**config.mk**
```make
export PLATFORM = sky130hd
export DESIGN_NAME = cart_regbank
export DESIGN_NICKNAME = d
export VERILOG_FILES = /design/src/rtl/cart_regbank_pkg.sv /design/src/rtl/crb_decode.sv /design/src/rtl/crb_ctrl_regs.sv /design/src/rtl/crb_dma_snoop.sv /design/src/rtl/cart_regbank.sv
export SDC_FILE = /design/constraint.sdc
export NUM_CORES = 1
export LEC_CHECK = 0
export BUFFER_PORTS_ARGS = -buffer_cell sky130_fd_sc_hd__buf_2
export CAP_MARGIN = 20
export CORE_MARGIN = 4
export CORE_UTILIZATION = 48
export CTS_BUF_LIST = sky130_fd_sc_hd__clkbuf_4
export DETAILED_ROUTE_END_ITERATION = 10
export HOLD_SLACK_MARGIN = 0.02
export PLACE_DENSITY = 0.87
export SLEW_MARGIN = 20
export SYNTH_ARGS = -nofsm -noshare
export SYNTH_HDL_FRONTEND = slang
export SYNTH_SLANG_ARGS = --single-unit
```
**constraint.sdc**
```tcl
create_clock -name clk -period 1.6 [get_ports clk]
set_clock_uncertainty 0.05 [all_clocks]
set_input_delay 0.08 -clock clk [delete_from_list [all_inputs] [get_ports clk]]
set_output_delay 0.08 -clock clk [all_outputs]
set_load 0.02 [all_outputs]
```
**src/rtl/cart_regbank_pkg.sv**
```systemverilog
// Package: shared constants and the decode record for the cartridge register bank.
// Assumes a 24-bit host address with the bank number in bits 23:16.
package cart_regbank_pkg;
    localparam int ADDR_W    = 24;
    localparam int DATA_W    = 8;
    localparam int NUM_CH    = 8;
    localparam int CH_W      = $clog2(NUM_CH);
    localparam int NUM_BANK  = 4;
    localparam int BANK_W    = $clog2(NUM_BANK);
    localparam int SADDR_W   = 24;
    localparam int SLEN_W    = 16;
    localparam int OFF_W     = 3;

    localparam logic [15:0] OWN_BASE   = 16'h4800;
    localparam logic [7:0]  SNOOP_PAGE = 8'h43;
    localparam logic [7:0]  SNOOP_LAST = 8'h7A;
    localparam logic [3:0]  WIN_NIB    = 4'h4;

    typedef struct packed {
        logic             own_hit;
        logic [OFF_W-1:0] own_off;
        logic             snp_hit;
        logic [CH_W-1:0]  snp_ch;
        logic [3:0]       snp_nib;
    } crb_dec_t;
endpackage

```
**src/rtl/crb_decode.sv**
```systemverilog
// Address decoder: classifies a host address as an own-register hit and/or a
// DMA-controller snoop hit. Purely combinational.
// Assumes the window exists only where bank bit 22 is clear.
module crb_decode
    import cart_regbank_pkg::*;
(
    input  logic [ADDR_W-1:0] addr,
    output crb_dec_t          dec
);
    logic in_win;
    logic unused_bank_bits;

    // Bits of the bank number that play no part in the window decode.
    assign unused_bank_bits = ^{addr[23], addr[21:16]};

    // Build the decode record from the window, own-register and snoop ranges.
    always_comb begin
        in_win      = !addr[22] && (addr[15:12] == WIN_NIB);
        dec.own_hit = in_win && (addr[15:OFF_W] == OWN_BASE[15:OFF_W]);
        dec.own_off = addr[OFF_W-1:0];
        dec.snp_hit = in_win && (addr[15:8] == SNOOP_PAGE) && (addr[7:0] <= SNOOP_LAST);
        dec.snp_ch  = addr[4 +: CH_W];
        dec.snp_nib = addr[3:0];
    end
endmodule

```
**src/rtl/crb_ctrl_regs.sv**
```systemverilog
// Control registers: enable byte, next-transfer byte, bank-select bytes and the
// needs-init flag, plus the own-register read mux.
// Assumes wr_hit is already qualified by the own-register decode.
module crb_ctrl_regs
    import cart_regbank_pkg::*;
(
    input  logic                          clk,
    input  logic                          rst_n,
    input  logic                          wr_hit,
    input  logic [OFF_W-1:0]              off,
    input  logic [DATA_W-1:0]             wdata,
    output logic [DATA_W-1:0]             en_q,
    output logic [DATA_W-1:0]             nxt_q,
    output logic [NUM_BANK-1:0][DATA_W-1:0] bank_q,
    output logic                          init_q,
    output logic [DATA_W-1:0]             rd_val
);
    // Enable, next-transfer and needs-init registers.
    always_ff @(posedge clk) begin
        if (!rst_n) begin
            en_q   <= '0;
            nxt_q  <= '0;
            init_q <= 1'b1;
        end else if (wr_hit) begin
            if (off == 3'd0) en_q  <= wdata;
            if (off == 3'd1) nxt_q <= wdata;
        end
    end

    // One bank-select register per slot, each reset to its own index.
    for (genvar b = 0; b < NUM_BANK; b++) begin : g_bank
        always_ff @(posedge clk) begin
            if (!rst_n)
                bank_q[b] <= DATA_W'(b);
            else if (wr_hit && off[2] && (off[BANK_W-1:0] == BANK_W'(b)))
                bank_q[b] <= wdata;
        end
    end

    // Read mux over the eight own offsets; 2 and 3 read as zero.
    always_comb begin
        case (off)
            3'd0:    rd_val = en_q;
            3'd1:    rd_val = nxt_q;
            3'd4, 3'd5, 3'd6, 3'd7: rd_val = bank_q[off[BANK_W-1:0]];
            default: rd_val = '0;
        endcase
    end

    assert_en_load_R2: assert property (@(posedge clk) disable iff (!rst_n)
        (wr_hit && off == 3'd0) |=> (en_q == $past(wdata)));

    assert_bank_hold_R3: assert property (@(posedge clk) disable iff (!rst_n)
        !(wr_hit && off[2]) |=> $stable(bank_q));

    assert_gap_ignored_R4: assert property (@(posedge clk) disable iff (!rst_n)
        (wr_hit && off[2:1] == 2'b01) |=> ($stable(en_q) && $stable(nxt_q) && $stable(bank_q)));
endmodule

```
**src/rtl/crb_dma_snoop.sv**
```systemverilog
// DMA snoop: keeps a shadow copy of each channel's source address and length
// from host writes to the DMA controller. Assumes wr is already range-qualified.
module crb_dma_snoop
    import cart_regbank_pkg::*;
(
    input  logic                               clk,
    input  logic                               rst_n,
    input  logic                               wr,
    input  logic [CH_W-1:0]                    ch,
    input  logic [3:0]                         nib,
    input  logic [DATA_W-1:0]                  wdata,
    output logic [NUM_CH-1:0][SADDR_W-1:0]     addr_q,
    output logic [NUM_CH-1:0][SLEN_W-1:0]      len_q
);
    for (genvar c = 0; c < NUM_CH; c++) begin : g_ch
        logic sel;
        assign sel = wr && (ch == CH_W'(c));

        // Byte-lane update of this channel's shadow address.
        always_ff @(posedge clk) begin
            if (!rst_n)
                addr_q[c] <= '0;
            else if (sel) begin
                if (nib == 4'h2) addr_q[c][7:0]   <= wdata;
                if (nib == 4'h3) addr_q[c][15:8]  <= wdata;
                if (nib == 4'h4) addr_q[c][23:16] <= wdata;
            end
        end

        // Byte-lane update of this channel's shadow length.
        always_ff @(posedge clk) begin
            if (!rst_n)
                len_q[c] <= '0;
            else if (sel) begin
                if (nib == 4'h5) len_q[c][7:0]  <= wdata;
                if (nib == 4'h6) len_q[c][15:8] <= wdata;
            end
        end
    end

    assert_addr_lo_R7: assert property (@(posedge clk) disable iff (!rst_n)
        (wr && nib == 4'h2) |=> (addr_q[$past(ch)][7:0] == $past(wdata)));

    assert_len_hold_R8: assert property (@(posedge clk) disable iff (!rst_n)
        !(wr && (nib == 4'h5 || nib == 4'h6)) |=> $stable(len_q));
endmodule

```
**src/rtl/cart_regbank.sv**
```systemverilog
// Top: cartridge register bank with DMA write snooping. Combinational read
// path and forward strobe; registered state updates on the write-strobe edge.
// Assumes one access per cycle and the bus held stable within a cycle.
module cart_regbank
    import cart_regbank_pkg::*;
(
    input  logic                        clk,
    input  logic                        rst_n,
    input  logic [ADDR_W-1:0]           bus_addr,
    input  logic [DATA_W-1:0]           bus_wdata,
    input  logic                        bus_rd,
    input  logic                        bus_wr,
    output logic [DATA_W-1:0]           bus_rdata,
    input  logic [DATA_W-1:0]           down_rdata,
    output logic                        fwd_wr,
    output logic [NUM_BANK*DATA_W-1:0]  bank_sel,
    output logic [DATA_W-1:0]           dma_en,
    output logic [DATA_W-1:0]           dma_next,
    output logic [NUM_CH*SADDR_W-1:0]   snoop_addr,
    output logic [NUM_CH*SLEN_W-1:0]    snoop_len,
    output logic                        init_req
);
    crb_dec_t                        dec;
    logic [DATA_W-1:0]               own_rd;
    logic [NUM_BANK-1:0][DATA_W-1:0] bank_q;
    logic [NUM_CH-1:0][SADDR_W-1:0]  saddr_q;
    logic [NUM_CH-1:0][SLEN_W-1:0]   slen_q;
    logic                            snp_wr;

    crb_decode u_dec (
        .addr (bus_addr),
        .dec  (dec)
    );

    crb_ctrl_regs u_regs (
        .clk    (clk),
        .rst_n  (rst_n),
        .wr_hit (bus_wr && dec.own_hit),
        .off    (dec.own_off),
        .wdata  (bus_wdata),
        .en_q   (dma_en),
        .nxt_q  (dma_next),
        .bank_q (bank_q),
        .init_q (init_req),
        .rd_val (own_rd)
    );

    assign snp_wr = bus_wr && dec.snp_hit;

    crb_dma_snoop u_snoop (
        .clk    (clk),
        .rst_n  (rst_n),
        .wr     (snp_wr),
        .ch     (dec.snp_ch),
        .nib    (dec.snp_nib),
        .wdata  (bus_wdata),
        .addr_q (saddr_q),
        .len_q  (slen_q)
    );

    // Read data: own register on a hit, else pass-through, zero when idle.
    always_comb begin
        if (!bus_rd)          bus_rdata = '0;
        else if (dec.own_hit) bus_rdata = own_rd;
        else                  bus_rdata = down_rdata;
    end

    // Forward every write except those claimed by own registers.
    assign fwd_wr = bus_wr && !dec.own_hit;

    assign bank_sel   = bank_q;
    assign snoop_addr = saddr_q;
    assign snoop_len  = slen_q;

    assert_snoop_fwd_R6: assert property (@(posedge clk) disable iff (!rst_n)
        snp_wr |-> fwd_wr);
endmodule

```
======== Word-level counts from Yosys, hierarchy flattened ========
Index checks and enable logic that the tools add are counted.
cells by class
  magnitude comparators ................... 2
  equality and inequality tests ........... 23
  multiplexer cells ....................... 5
  reduce and logical (&&, ||, !) cells .... 68
operator list
  operator                                                        number
  AND reduction 2 bit                                             42
  equality test 3 bit, second input constant                      8
  2-to-1 mux 8 bit                                                3
  case mux 8 bit (3 select lines)                                 1
  logical AND 1 bit                                               20
  binary-select mux 8 bit (select 2 bit)                          1
  equality test 4 x 3 -> 1 bit, second input constant             4
  equality test 13 x 12 -> 1 bit, second input constant           1
  equality test 4 x 2 -> 1 bit, second input constant             2
  equality test 8 x 7 -> 1 bit, second input constant             1
  less-or-equal comparator 8 x 7 -> 1 bit, second input constant  1
  equality test 3 x 1 -> 1 bit, second input constant             2
  equality test 3 x 2 -> 1 bit, second input constant             2
  zero test 3 bit                                                 2
  equality test 2 bit, second input constant                      2
  OR reduction 4 bit                                              1
  less-than comparator 2 x 3 -> 1 bit, second input constant      1
  equality test 2 x 1 -> 1 bit, second input constant             1
  zero test 1 bit                                                 2
  zero test 2 bit                                                 1
storage, ports and cells
  register bits after elaboration ......... 368
  input port bits ......................... 44
  output and inout bits ................... 378
  word-level logic and storage cells ...... 144

======== Longest topological paths before layout ========
Gate-level depths: netlist of run 1.
  word-level depth ........................ 7
  mapped depth ............................ 7
  gate-level depth less buffers ........... 4

======== By module ========
A second synthesis of run 1 with hierarchy kept.
second synthesis, totals
  cells, all modules ...................... 1374
  area, all modules ....................... 14381.3 µm²
by module, submodules not included
  module         times used  cells each  area an instance (µm²)  seq. area each (µm²)
  crb_dma_snoop  1           1109        11997.8                 6406.1
  crb_ctrl_regs  1           224         2075.7                  960.9
  cart_regbank   1           20          163.9                   0.0
  crb_decode     1           21          143.9                   0.0

======== Worst setup path before layout of run 1 ========
Ideal clock, no wire load.
  path kind ............................... input to output
  start ................................... input bus_addr[6]
  end ..................................... output bus_rdata[0]
  data arrival time ....................... 1811 ps
  required time ........................... 1470 ps
  setup slack ............................. -341 ps
  cell stages on the path ................. 6
  path buffers ............................ 2
  cells stage by stage .................... nor4b_1 > nand4_2 > buf_2 > or2_1 > clkbuf_1 > o21ai_0
between the ends
  cells in the longest elaborated chain, start to end .. 4
RTL lines
  what                            line                RTL
  from (decl)                     cart_regbank.sv:9   input logic [ADDR_W-1:0] bus_addr,
  equality test 13 x 12 -> 1 bit  crb_decode.sv:19    dec.own_hit = in_win && (addr[15:OFF_W] == OWN_BASE[15:OFF_W]);
  logical AND 1 bit               crb_decode.sv:19
  2-to-1 mux 8 bit                cart_regbank.sv:64  else if (dec.own_hit) bus_rdata = own_rd;
  2-to-1 mux 8 bit                cart_regbank.sv:63  if (!bus_rd) bus_rdata = '0;
  to (decl)                       cart_regbank.sv:13  output logic [DATA_W-1:0] bus_rdata,
Every way passes these cells.

======== Worst setup path in the final report of run 1 ========
  start ................................... register u_regs.bank_q[28] (netlist name)
  end ..................................... output bus_rdata[4]
between the ends
  cells in the longest elaborated chain, start to end .. 5
RTL lines
  what                                    line                 RTL
  from (decl)                             crb_ctrl_regs.sv:14  output logic [NUM_BANK-1:0][DATA_W-1:0] bank_q,
  from (signal, indexed assignment)       crb_ctrl_regs.sv:34  bank_q[b] <= DATA_W'(b);
  from (signal, indexed assignment)       crb_ctrl_regs.sv:36  bank_q[b] <= wdata;
  binary-select mux 8 bit (select 2 bit)  crb_ctrl_regs.sv:45  3'd4, 3'd5, 3'd6, 3'd7: rd_val = bank_q[off[BANK_W-1:0]];
  2-to-1 mux 8 bit (implied by the code)  crb_ctrl_regs.sv:45
  case mux 8 bit (3 select lines)         crb_ctrl_regs.sv:42  case (off)
  2-to-1 mux 8 bit                        cart_regbank.sv:64
  2-to-1 mux 8 bit                        cart_regbank.sv:63
Every way passes these cells. The select of a mux whose other input is x is not followed.

==> results of run 1 <==
## where the power goes
group	internal (W)	switching [W]
logic	0.000278	0.000622
clock network	0.00365	0.00373
registers	0.00916	0.0000000231
total	0.0131	0.00435
## cell families after synthesis
| group | after synthesis | share of synthesized area |
|---|---|---|
| and+or+nand+nor | 490 | 0.181 |
| muxes | 384 | 0.273 |
| DFF | 368 | 0.510 |
| buffers and inverters | 100 | 0.0291 |
| AOI/OAI and AO/OA | 17 | 0.00589 |
| other | 1 | 0.000260 |
## state kept, by name, summed over array words and instances (netlist names)
register	flops
u_snoop.addr_q	192
u_snoop.len_q	128
u_regs.bank_q	32
u_regs.en_q	8
u_regs.nxt_q	8
## routing by layer
layer  global-route usage  share of wire
met2                0.476           0.48
met5                    0              0
met3               0.0749          0.082
met1                0.319           0.38
met4                0.152          0.053
## cell type report
type                    instances  area, µm²  area share
flip-flops and latches        368       7390       0.384
multi-input cells             892       6870       0.357
repair buffers                539       3410       0.177
clock buffers                 126        946      0.0491
well taps                     390        488      0.0253
clock inverters                30        133     0.00689
inverters                       2       7.51    0.000390
diodes                          2       5.00    0.000260
## worst paths after layout
| kind | slack (ps) | to | cells after the start |
|---|---|---|---|
| worst max-delay path | -460 | bus_rdata[4] | 4 |
| worst min-delay path | 100 | u_regs.bank_q[16] | 7 |
| worst max register to register | 240 | u_regs.bank_q[24] | 4 |
| worst min register to register | 410 | u_snoop.addr_q[191] | 2 |
## stage by stage
stage / instances / hold WS [ps] / area, µm²
final: 2349 / 97.4 / 19300
after global routing: 2349 / 59.2 / 19300
after CTS: 2348 / 16.7 / 19200
after detailed placement: 2152 / 342 / 17600
after global placement: 2152 / 327 / 17600
after floorplan: 1360 / 207 / 14600
## Yosys cell counts (6+ instances only)
cell type	instances	share of area
mux2i_1	376	0.26
nor2b_1	6	0.0026
dfxtp_1	368	0.51
a21oi_1	8	0.0028
nand4_4	24	0.035
nand2_2	16	0.0069
clkbuf_1	84	0.022
nand2_1	375	0.097
nor4_4	7	0.010
buf_2	6	0.0021
nand3_1	8	0.0028
o21ai_0	8	0.0028
nor2_1	19	0.0049
mux4_2	8	0.012
## what timing repair did
action                                  4_1_cts  5_1_grt
setup buffers                                16        0
endpoints found under the setup margin        8      300
hold endpoints to repair                    368        0
resized for setup                            44       14
pin swaps                                    16        0
hold buffers                                 24        0
## worst register-to-register path, stage by stage (launching register included)
cell and delay [ps]:
dfxtp_2 330, buf_4 130, nor2b_1 100, mux2i_1 70
dlygate4sd3_1 570
==> summary.md, run 1 <==
| Metric | Value |
|---|---|
| Status | finished, violations left |
| Failing checks | setup timing |
| Max Buffers Root-to-Sink | 3 |
| WL final | approximately 48 mm |
| First element of the critical path | u_regs.bank_q[28] |
| Cell at the root of the clock tree | clkbuf_4 |
| Total of warnings raised by yosys | 0 |
| Launching element type of the critical path | register |
| Core region area | slightly below 0.03 mm² |
| Normalized max-slew margin | 0.593 |
| Standard-cell rows | between 60 and 70 |
| Worst hold path class | primary input to register |
| Via count | ~13000 |
| Number of enable-type register cells in the synthesized netlist | 0 |
| Synthesized Nets | around 1400 |
| Number of antenna violations at the first check in global routing | 2 |
| Cell type group with the largest total delay on the critical path | multiplexers |
| Final critical-path setup slack | -457 ps |
| Net count of the finished layout | 1940 |
| First-pass detailed-route iteration total | 5 |
| Total track usage | 0.279 |
| Worst Max-Slew Pin Slew | ~600 ps |
| Min-delay src | bus_addr[9] |
| Insertion delay of the later-clocked pin in the worst-skew pair | a little under 700 ps |
| Commonest non-fill, non-tap cells in the layout | buf_2 (404), mux2i_1 (376), nand2_1 (367) |
| Period utilisation layout | 1.29 |
| Most used flip-flop cell after synthesis | dfxtp_1 |
| Die footprint | approximately 0.033 mm² |
| Pin count of the biggest net entering global routing | roughly 80 |
| Final Wtd Congestion | about 0.91 |
| Final Hold Viols | 0 |
| Final HPWL DP | 31.5 mm |
| Largest fanout on the critical path | 2 |
| Worst-path clk slew | 70 ps |
| Number of global-route vias before repair | between 10000 and 15000 |
| Number of DRC violations after detailed-routing iteration 0 | between 700 and 800 |
| Number of max-cap violations | 0 |
| Maximum clock frequency | 486 MHz |
| Flop and latch count out of synthesis | approximately 370 |
| Ys async rst share | 0 |
| Setup TNS | -3350 ps |
| DP Worst Slack | -356 ps |
| Post-synthesis instance area | 0.0144 mm² |
| Distinct cells, synth | between 40 and 50 |
| Kind of critical path | register to output port |
| Area grow syn2layout | 33.4% |
| Post-synthesis cell count | roughly 1400 |
| Wire length of the first global-routing pass | around 74 mm |
| Leak pwr | between 10 and 15 nW |
| Avg Inst Size Synth | roughly 11 µm² |
| Crit. End Element | output port |
| H-tree levels | 3 |
| Filler cell count in the final layout | 2244 |
| Routed length per instance | 20.5 µm |
| Pwr per Cell Area | ~900 mW/mm² |
| Max incr delay on CP | approximately 520 ps |
| CTS tree | built |
| Buffers added on ports | 413 |
| Sequential element share of the synthesized area | 0.510 |
| Endpoint arrival time on the critical path | between 1500 and 2000 ps |
| Die Y-Extent | 181 µm |
| Buffers & Inverters on Critical Path | 1 |
| Top-level port count | 422 |
| Required time of the critical path | between 1000 and 1500 ps |
| Cell-by-cell listing of the critical path | mux4_2 > a21oi_4 > o21ai_4 > buf_6 |
| Starting density of the core | 0.487 |
| Number of CTS-inserted buffers | a little over 90 |
| Crit path time final | just over 2000 ps |
| Floorplan die width | about 180 µm |
| Slowest cell on the critical path | mux4_2 |
| RSZ-0062 raised after global routing | yes |
| Via density per instance | about 5.4 |
| Total clock sinks | roughly 370 |
| Final total power | 0.0174 W |
| Commonest non-fill, non-tap cell in the layout | buf_2 |
| Remaining DRCs | 0 |
| Sum of overflow across all layers after global routing | 0 |
| Post-detailed-route count of antenna-violating nets | 0 |
| Share of the core filled with cells in the final layout | 0.650 |
| Maximum vdd ir drop | around 0.00063 V |
| Final setup violating endpoints | 12 |
| Startpoint of the most critical register-to-register path | u_regs.bank_q[24] |
| Final Max Tran Viols | 0 |
| Layout cell share with drive strength beyond 1 | 0.392 |
Note: power is estimated with default switching activity, not from simulation.
==> inputs of run 2 (changes only) <==
--- a/config.mk
+++ b/config.mk
@@ -9,8 +9,9 @@
 export CAP_MARGIN = 20
 export CORE_MARGIN = 4
 export CORE_UTILIZATION = 48
-export CTS_BUF_LIST = sky130_fd_sc_hd__clkbuf_4
+export CTS_BUF_LIST = sky130_fd_sc_hd__clkbuf_8
 export DETAILED_ROUTE_END_ITERATION = 10
+export GPL_ROUTABILITY_DRIVEN = 0
 export HOLD_SLACK_MARGIN = 0.02
 export PLACE_DENSITY = 0.87
 export SLEW_MARGIN = 20
==> run 2 against run 1 <==
Net effect:
- the flow still finishes with violations (setup timing)
- clock power increased by 23%
- combinational power is 2.4% lower
- global-route usage fell by 0.62 points
- worst setup slack better by 83 ps
- register-to-register slack got worse by 30 ps
- largest cell class unchanged
==> summary.md, run 2 (synthesis gave the netlist of run 1 again) <==
| Metric | Value |
|---|---|
| Logic depth of the worst register-to-register path | 4 |
| First element of the critical path | u_regs.bank_q[26] |
| # diodes | 0 |
| Endpoint arrival time on the critical path | 1840 ps |
| Final setup violating endpoints | 8 |
| Slowest cell on the critical path | mux4_2 |
| Cell type group with the largest total delay on the critical path | multiplexers |
| Commonest non-fill, non-tap cell in the layout | buf_2 |
| Reg2Reg Capture Point | u_regs.bank_q[25] |
| Setup slack of the most critical reg-to-reg path | approximately 210 ps |
| Period utilisation layout | 1.23 |
| Top-level port count | between 400 and 500 |
| Failing checks | setup timing |
| CTS tree | built |
| Floorplan die width | approximately 180 µm |
| Endpoint of the worst hold-timing path | u_regs.nxt_q[3] |
| Biggest register | u_snoop.addr_q |
| Standard-cell rows | 63 |
| Number of flip-flops under the largest register name | around 190 |
| Status | finished, violations left |
| Launching element type of the critical path | register |
| Number of CTS-inserted buffers | 57 |
| Number of DRC violations after detailed-routing iteration 0 | approximately 740 |
| Hold path depth | 5 |
| Sum of overflow across all layers after global routing | 0 |
| Share of the core filled with cells in the final layout | 0.655 |
| Largest fanout on the critical path | 2 |
| Pin count of the biggest net entering global routing | 81 |
| Die footprint | about 0.033 mm² |
| Final Hold Viols | 0 |
| Core region area | just under 0.03 mm² |
| Buffers added on ports | roughly 410 |
| DP Worst Slack | -356 ps |
| Crit. End Element | output port |
| Pwr per Cell Area | just under 1000 mW/mm² |
| Total track usage | 0.273 |
| Worst hold path class | primary input to register |
| RSZ-0062 raised after global routing | yes |
| Die Y-Extent | between 150 and 200 µm |
| Starting density of the core | 0.487 |
| Max Buffers Root-to-Sink | 3 |
| Net count of the finished layout | 1896 |
| H-tree levels | 2 |
| Wire length of the first global-routing pass | just over 70 mm |
| Crit path time final | 1970 ps |
| Via density per instance | 5.39 |
| Cell at the root of the clock tree | clkbuf_8 |
| First-pass detailed-route iteration total | 4 |
| Leak pwr | between 10 and 15 nW |
| Maximum vdd ir drop | around 0.00080 V |
| Area grow syn2layout | 34.5% |
| Largest regs | u_snoop.addr_q x192, u_snoop.len_q x128, u_regs.bank_q x32 |
| Min-delay src | bus_wr |
| Final HPWL DP | 31.5 mm |
| WL final | around 47 mm |
| Insertion delay of the later-clocked pin in the worst-skew pair | 570 ps |
| Cell-by-cell listing of the critical path | mux4_2 > a21oi_2 > o21ai_4 > buf_6 |
| Required time of the critical path | roughly 1500 ps |
| Startpoint of the most critical register-to-register path | u_regs.bank_q[25] |
| Layout cell share with drive strength beyond 1 | 0.390 |
| Post-detailed-route count of antenna-violating nets | 0 |
| Total clock sinks | between 300 and 400 |
| Buffers & Inverters on Critical Path | 1 |
| Maximum clock frequency | 507 MHz |
| Worst-path clk slew | ~70 ps |
| Via count | ~12000 |
| Final Max Tran Viols | 0 |
| Remaining DRCs | 0 |
| Number of antenna violations at the first check in global routing | 0 |
| Filler cell count in the final layout | roughly 2200 |
| Number of global-route vias before repair | between 10000 and 15000 |
| Kind of critical path | register to output port |
| Max incr delay on CP | around 520 ps |
| Commonest non-fill, non-tap cells in the layout | buf_2 (404), mux2i_1 (376), nand2_1 (367) |
| Routed length per instance | a little over 20 µm |
| Number of max-cap violations | 0 |
| Setup TNS | -2600 ps |
| Final critical-path setup slack | -374 ps |
run 2: cell types whose count changed in the layout (fill, tap and decap cells not counted), sizes merged:
cell,delta
bufinv,+7
clkinvlp,-2
diode,-2
buf,+4
inv,+8
clkbuf,-53
dlygate4sd3,-11
clkinv,-13
run 2: worst max-delay path by stage:
stage | endpoint | slack [ps] | cells after the start
CTS | bus_rdata[1] | -360 | 4
global placement | u_snoop.addr_q[149] | -310 | 6
floorplan | u_snoop.addr_q[48] | -140 | 5
finish | bus_rdata[2] | -370 | 4
global route | bus_rdata[2] | -430 | 4
detailed placement | u_snoop.addr_q[149] | -360 | 6
run 2: cell type report:
class                   instances  area (µm²)  area share
clock buffers                  74        1020      0.0524
inverters                       2        7.51    0.000386
flip-flops and latches        368        7400       0.381
clock inverters                30         334      0.0172
repair buffers                531        3320       0.171
multi-input cells             892        6860       0.353
well taps                     390         488      0.0251
run 2: worst register-to-register path: cells and delay by family, from the launching register on:
kind                   cells  cell delay [ps]
buffers and inverters      2              700
DFF                        1              330
and+or+nand+nor            1              110
muxes                      1               80
run 2: through the flow:
stage               area, µm²  power, W  instances  hold slack (ps)
floorplan               14600   0.00982       1360              207
global placement        17600    0.0102       2152              327
detailed placement      17600    0.0102       2152              342
CTS                     19400    0.0192       2287             46.6
global route            19400    0.0197       2287             84.4
finish                  19400    0.0191       2287              103
run 2: power by group:
| part | internal, W | switching, W | leakage [nW] |
|---|---|---|---|
| Sequential | 0.00916 | 0.0000000231 | 2.97 |
| Clock | 0.00532 | 0.00374 | 0.729 |
| Combinational | 0.000268 | 0.000609 | 7.20 |
| Total | 0.0147 | 0.00435 | 10.9 |
run 2: timing repair:
action | in CTS | in global routing
hold buffers | 10 | 0
setup buffers | 21 | 0
endpoints found under the hold margin | 287 | 0
resized for setup | 50 | 11
pin swaps | 16 | 0
endpoints found under the setup margin | 8 | 9
run 2: per-layer routing:
metal	GRT usage	wire, µm	vias up	part of all wire
met5	0	0	-	0
met4	0.131	2280	0	0.048
met3	0.0635	3760	165	0.079
met2	0.471	23000	639	0.48
met1	0.321	18400	5945	0.39
li1	-	-	5573	-
==> inputs of run 3 (changes only) <==
--- a/config.mk
+++ b/config.mk
@@ -11,9 +11,9 @@
 export CORE_UTILIZATION = 48
 export CTS_BUF_LIST = sky130_fd_sc_hd__clkbuf_8
 export DETAILED_ROUTE_END_ITERATION = 10
-export GPL_ROUTABILITY_DRIVEN = 0
 export HOLD_SLACK_MARGIN = 0.02
-export PLACE_DENSITY = 0.87
+export MAX_ROUTING_LAYER = met4
+export PLACE_DENSITY_LB_ADDON = 0.15
 export SLEW_MARGIN = 20
 export SYNTH_ARGS = -nofsm -noshare
 export SYNTH_HDL_FRONTEND = slang
==> run 3 against run 2 <==
Net effect:
- the run still ends with setup timing left
- worst setup slack better by 26 ps
- largest power group unchanged
- routed wire length shrank 4.3%
- global-route usage decreased by 0.19 points
- register-to-register slack gained 570 ps
- flip-flop and latch count is the same
- final cell count rose by 0.39%
- critical path depth unchanged
==> summary.md, run 3 (synthesis gave the netlist of run 1 again) <==
| Metric | Value |
|---|---|
| Buffers added on ports | about 410 |
| Number of global-route vias before repair | roughly 12000 |
| Crit path time final | roughly 2000 ps |
| Cell at the root of the clock tree | clkbuf_8 |
| Floorplan die width | between 150 and 200 µm |
| Commonest non-fill, non-tap cell in the layout | buf_2 |
| Via count | 11800 |
| Number of antenna violations at the first check in global routing | 1 |
| Core region area | 0.0296 mm² |
| Pwr per Cell Area | 935 mW/mm² |
| Sum of overflow across all layers after global routing | 0 |
| Hold path depth | 5 |
| Setup TNS | -2600 ps |
| Largest regs | u_snoop.addr_q x192, u_snoop.len_q x128, u_regs.bank_q x32 |
| Logic depth of the worst register-to-register path | 3 |
| First-pass detailed-route iteration total | 5 |
| Filler cell count in the final layout | 2502 |
| Post-detailed-route count of antenna-violating nets | 0 |
| H-tree levels | 2 |
| Biggest register | u_snoop.addr_q |
| Worst Max-Slew Pin Slew | a little under 600 ps |
| Period utilisation layout | 1.22 |
| Largest fanout on the critical path | 2 |
| Kind of critical path | register to output port |
| Via density per instance | 5.16 |
| Top-level port count | between 400 and 500 |
| Maximum clock frequency | about 510 MHz |
| Die footprint | between 0.03 and 0.04 mm² |
| Number of CTS-inserted buffers | 58 |
| Commonest non-fill, non-tap cells in the layout | buf_2 (404), mux2i_1 (376), nand2_1 (367) |
| Final Max Tran Viols | 0 |
| WL final | about 45 mm |
| Standard-cell rows | 63 |
| Routed length per instance | 19.8 µm |
| Final critical-path setup slack | -348 ps |
| Multi-input gate area | between 0.006 and 0.007 mm² |
| Total clock sinks | ~370 |
| Pin count of the biggest net entering global routing | a little over 70 |
| Number of DRC violations after detailed-routing iteration 0 | approximately 640 |
| Wire length of the first global-routing pass | 69.4 mm |
| Final HPWL DP | ~31 mm |
| Final Hold Viols | 0 |
| Total track usage | 0.271 |
| Flip-flop and latch area | between 0.007 and 0.008 mm² |
| Die Y-Extent | approximately 180 µm |
| Insertion delay of the later-clocked pin in the worst-skew pair | ~580 ps |
| Number of max-cap violations | 0 |
| Required time of the critical path | 1470 ps |
| Endpoint arrival time on the critical path | 1820 ps |
| Number of flip-flops under the largest register name | roughly 190 |
| Remaining DRCs | 0 |
| Failing checks | setup timing |
| Net count of the finished layout | approximately 1900 |
| RSZ-0062 raised after global routing | yes |
| Final setup violating endpoints | 8 |
| Max Buffers Root-to-Sink | 3 |
| Crit. End Element | output port |
| Layout cell share with drive strength beyond 1 | 0.381 |
| Normalized max-slew margin | 0.615 |
| Maximum vdd ir drop | about 0.00080 V |
| Final Wtd Congestion | ~0.90 |
| Status | finished, violations left |
| Leak pwr | about 11 nW |
| DP Worst Slack | -342 ps |
| Worst hold path class | primary input to register |
| CTS tree | built |
| Area grow syn2layout | 33.4% |
| Worst-path clk slew | around 60 ps |
| Launching element type of the critical path | register |
| Starting density of the core | 0.487 |
run 3: final timing paths:
| check | start | to | slack [ps] |
|---|---|---|---|
| max | u_regs.bank_q[28] | bus_rdata[4] | -350 |
| min | bus_wr | u_regs.nxt_q[5] | 80 |
| max reg2reg | u_regs.bank_q[28] | u_regs.bank_q[28] | 780 |
| min reg2reg | u_snoop.len_q[51] | u_snoop.len_q[51] | 400 |
run 3: final cells by class:
| cell class | instances | share of cell area |
|---|---|---|
| Antenna cell | 1 | 0.000130 |
| Clock buffer | 72 | 0.0514 |
| Clock inverter | 34 | 0.0104 |
| Inverter | 2 | 0.000390 |
| Multi-Input combinational cell | 892 | 0.356 |
| Sequential cell | 368 | 0.384 |
| Tap cell | 390 | 0.0253 |
| Timing Repair Buffer | 537 | 0.173 |
run 3: metrics by stage:
stage / hold slack [ps] / total power [W] / instances / util / instance area (µm²)
after floorplan: 207 / 0.00982 / 1360 / - / 14600
after global placement: 341 / 0.0102 / 2163 / 0.597 / 17700
after detailed placement: 363 / 0.0102 / 2163 / 0.597 / 17700
after CTS: 41.8 / 0.0182 / 2295 / 0.649 / 19200
after global routing: 66.8 / 0.0187 / 2296 / 0.650 / 19300
final: 81.5 / 0.0180 / 2296 / 0.650 / 19300
run 3: power by group:
part / switching [W] / leakage [nW] / internal (W)
Combinational: 0.000609 / 7.22 / 0.000278
Sequential: 0.0000000215 / 2.97 / 0.00916
Clock: 0.00359 / 0.703 / 0.00438
run 3: metal layers:
metal | up-vias | global-route usage | part of all wire
li1 | 5600 | - | -
met4 | 0 | 0.0988 | 0.037
met5 | - | - | 0
met2 | 402 | 0.437 | 0.47
met3 | 100 | 0.0761 | 0.076
met1 | 5735 | 0.327 | 0.41
run 3: what timing repair did:
| action | CTS | global route |
|---|---|---|
| hold buffers | 9 | 0 |
| setup endpoints to repair | 8 | 9 |
| pin swaps | 16 | 3 |
| endpoints found under the hold margin | 271 | 0 |
| setup buffers | 17 | 0 |
| gates resized for setup | 47 | 2 |
run 3: worst max-delay path: stages, from the launching register on:
cell,delay (ps)
dfxtp_2,320
mux4_2,530
a21oi_2,190
o21ai_4,60
buf_6,130
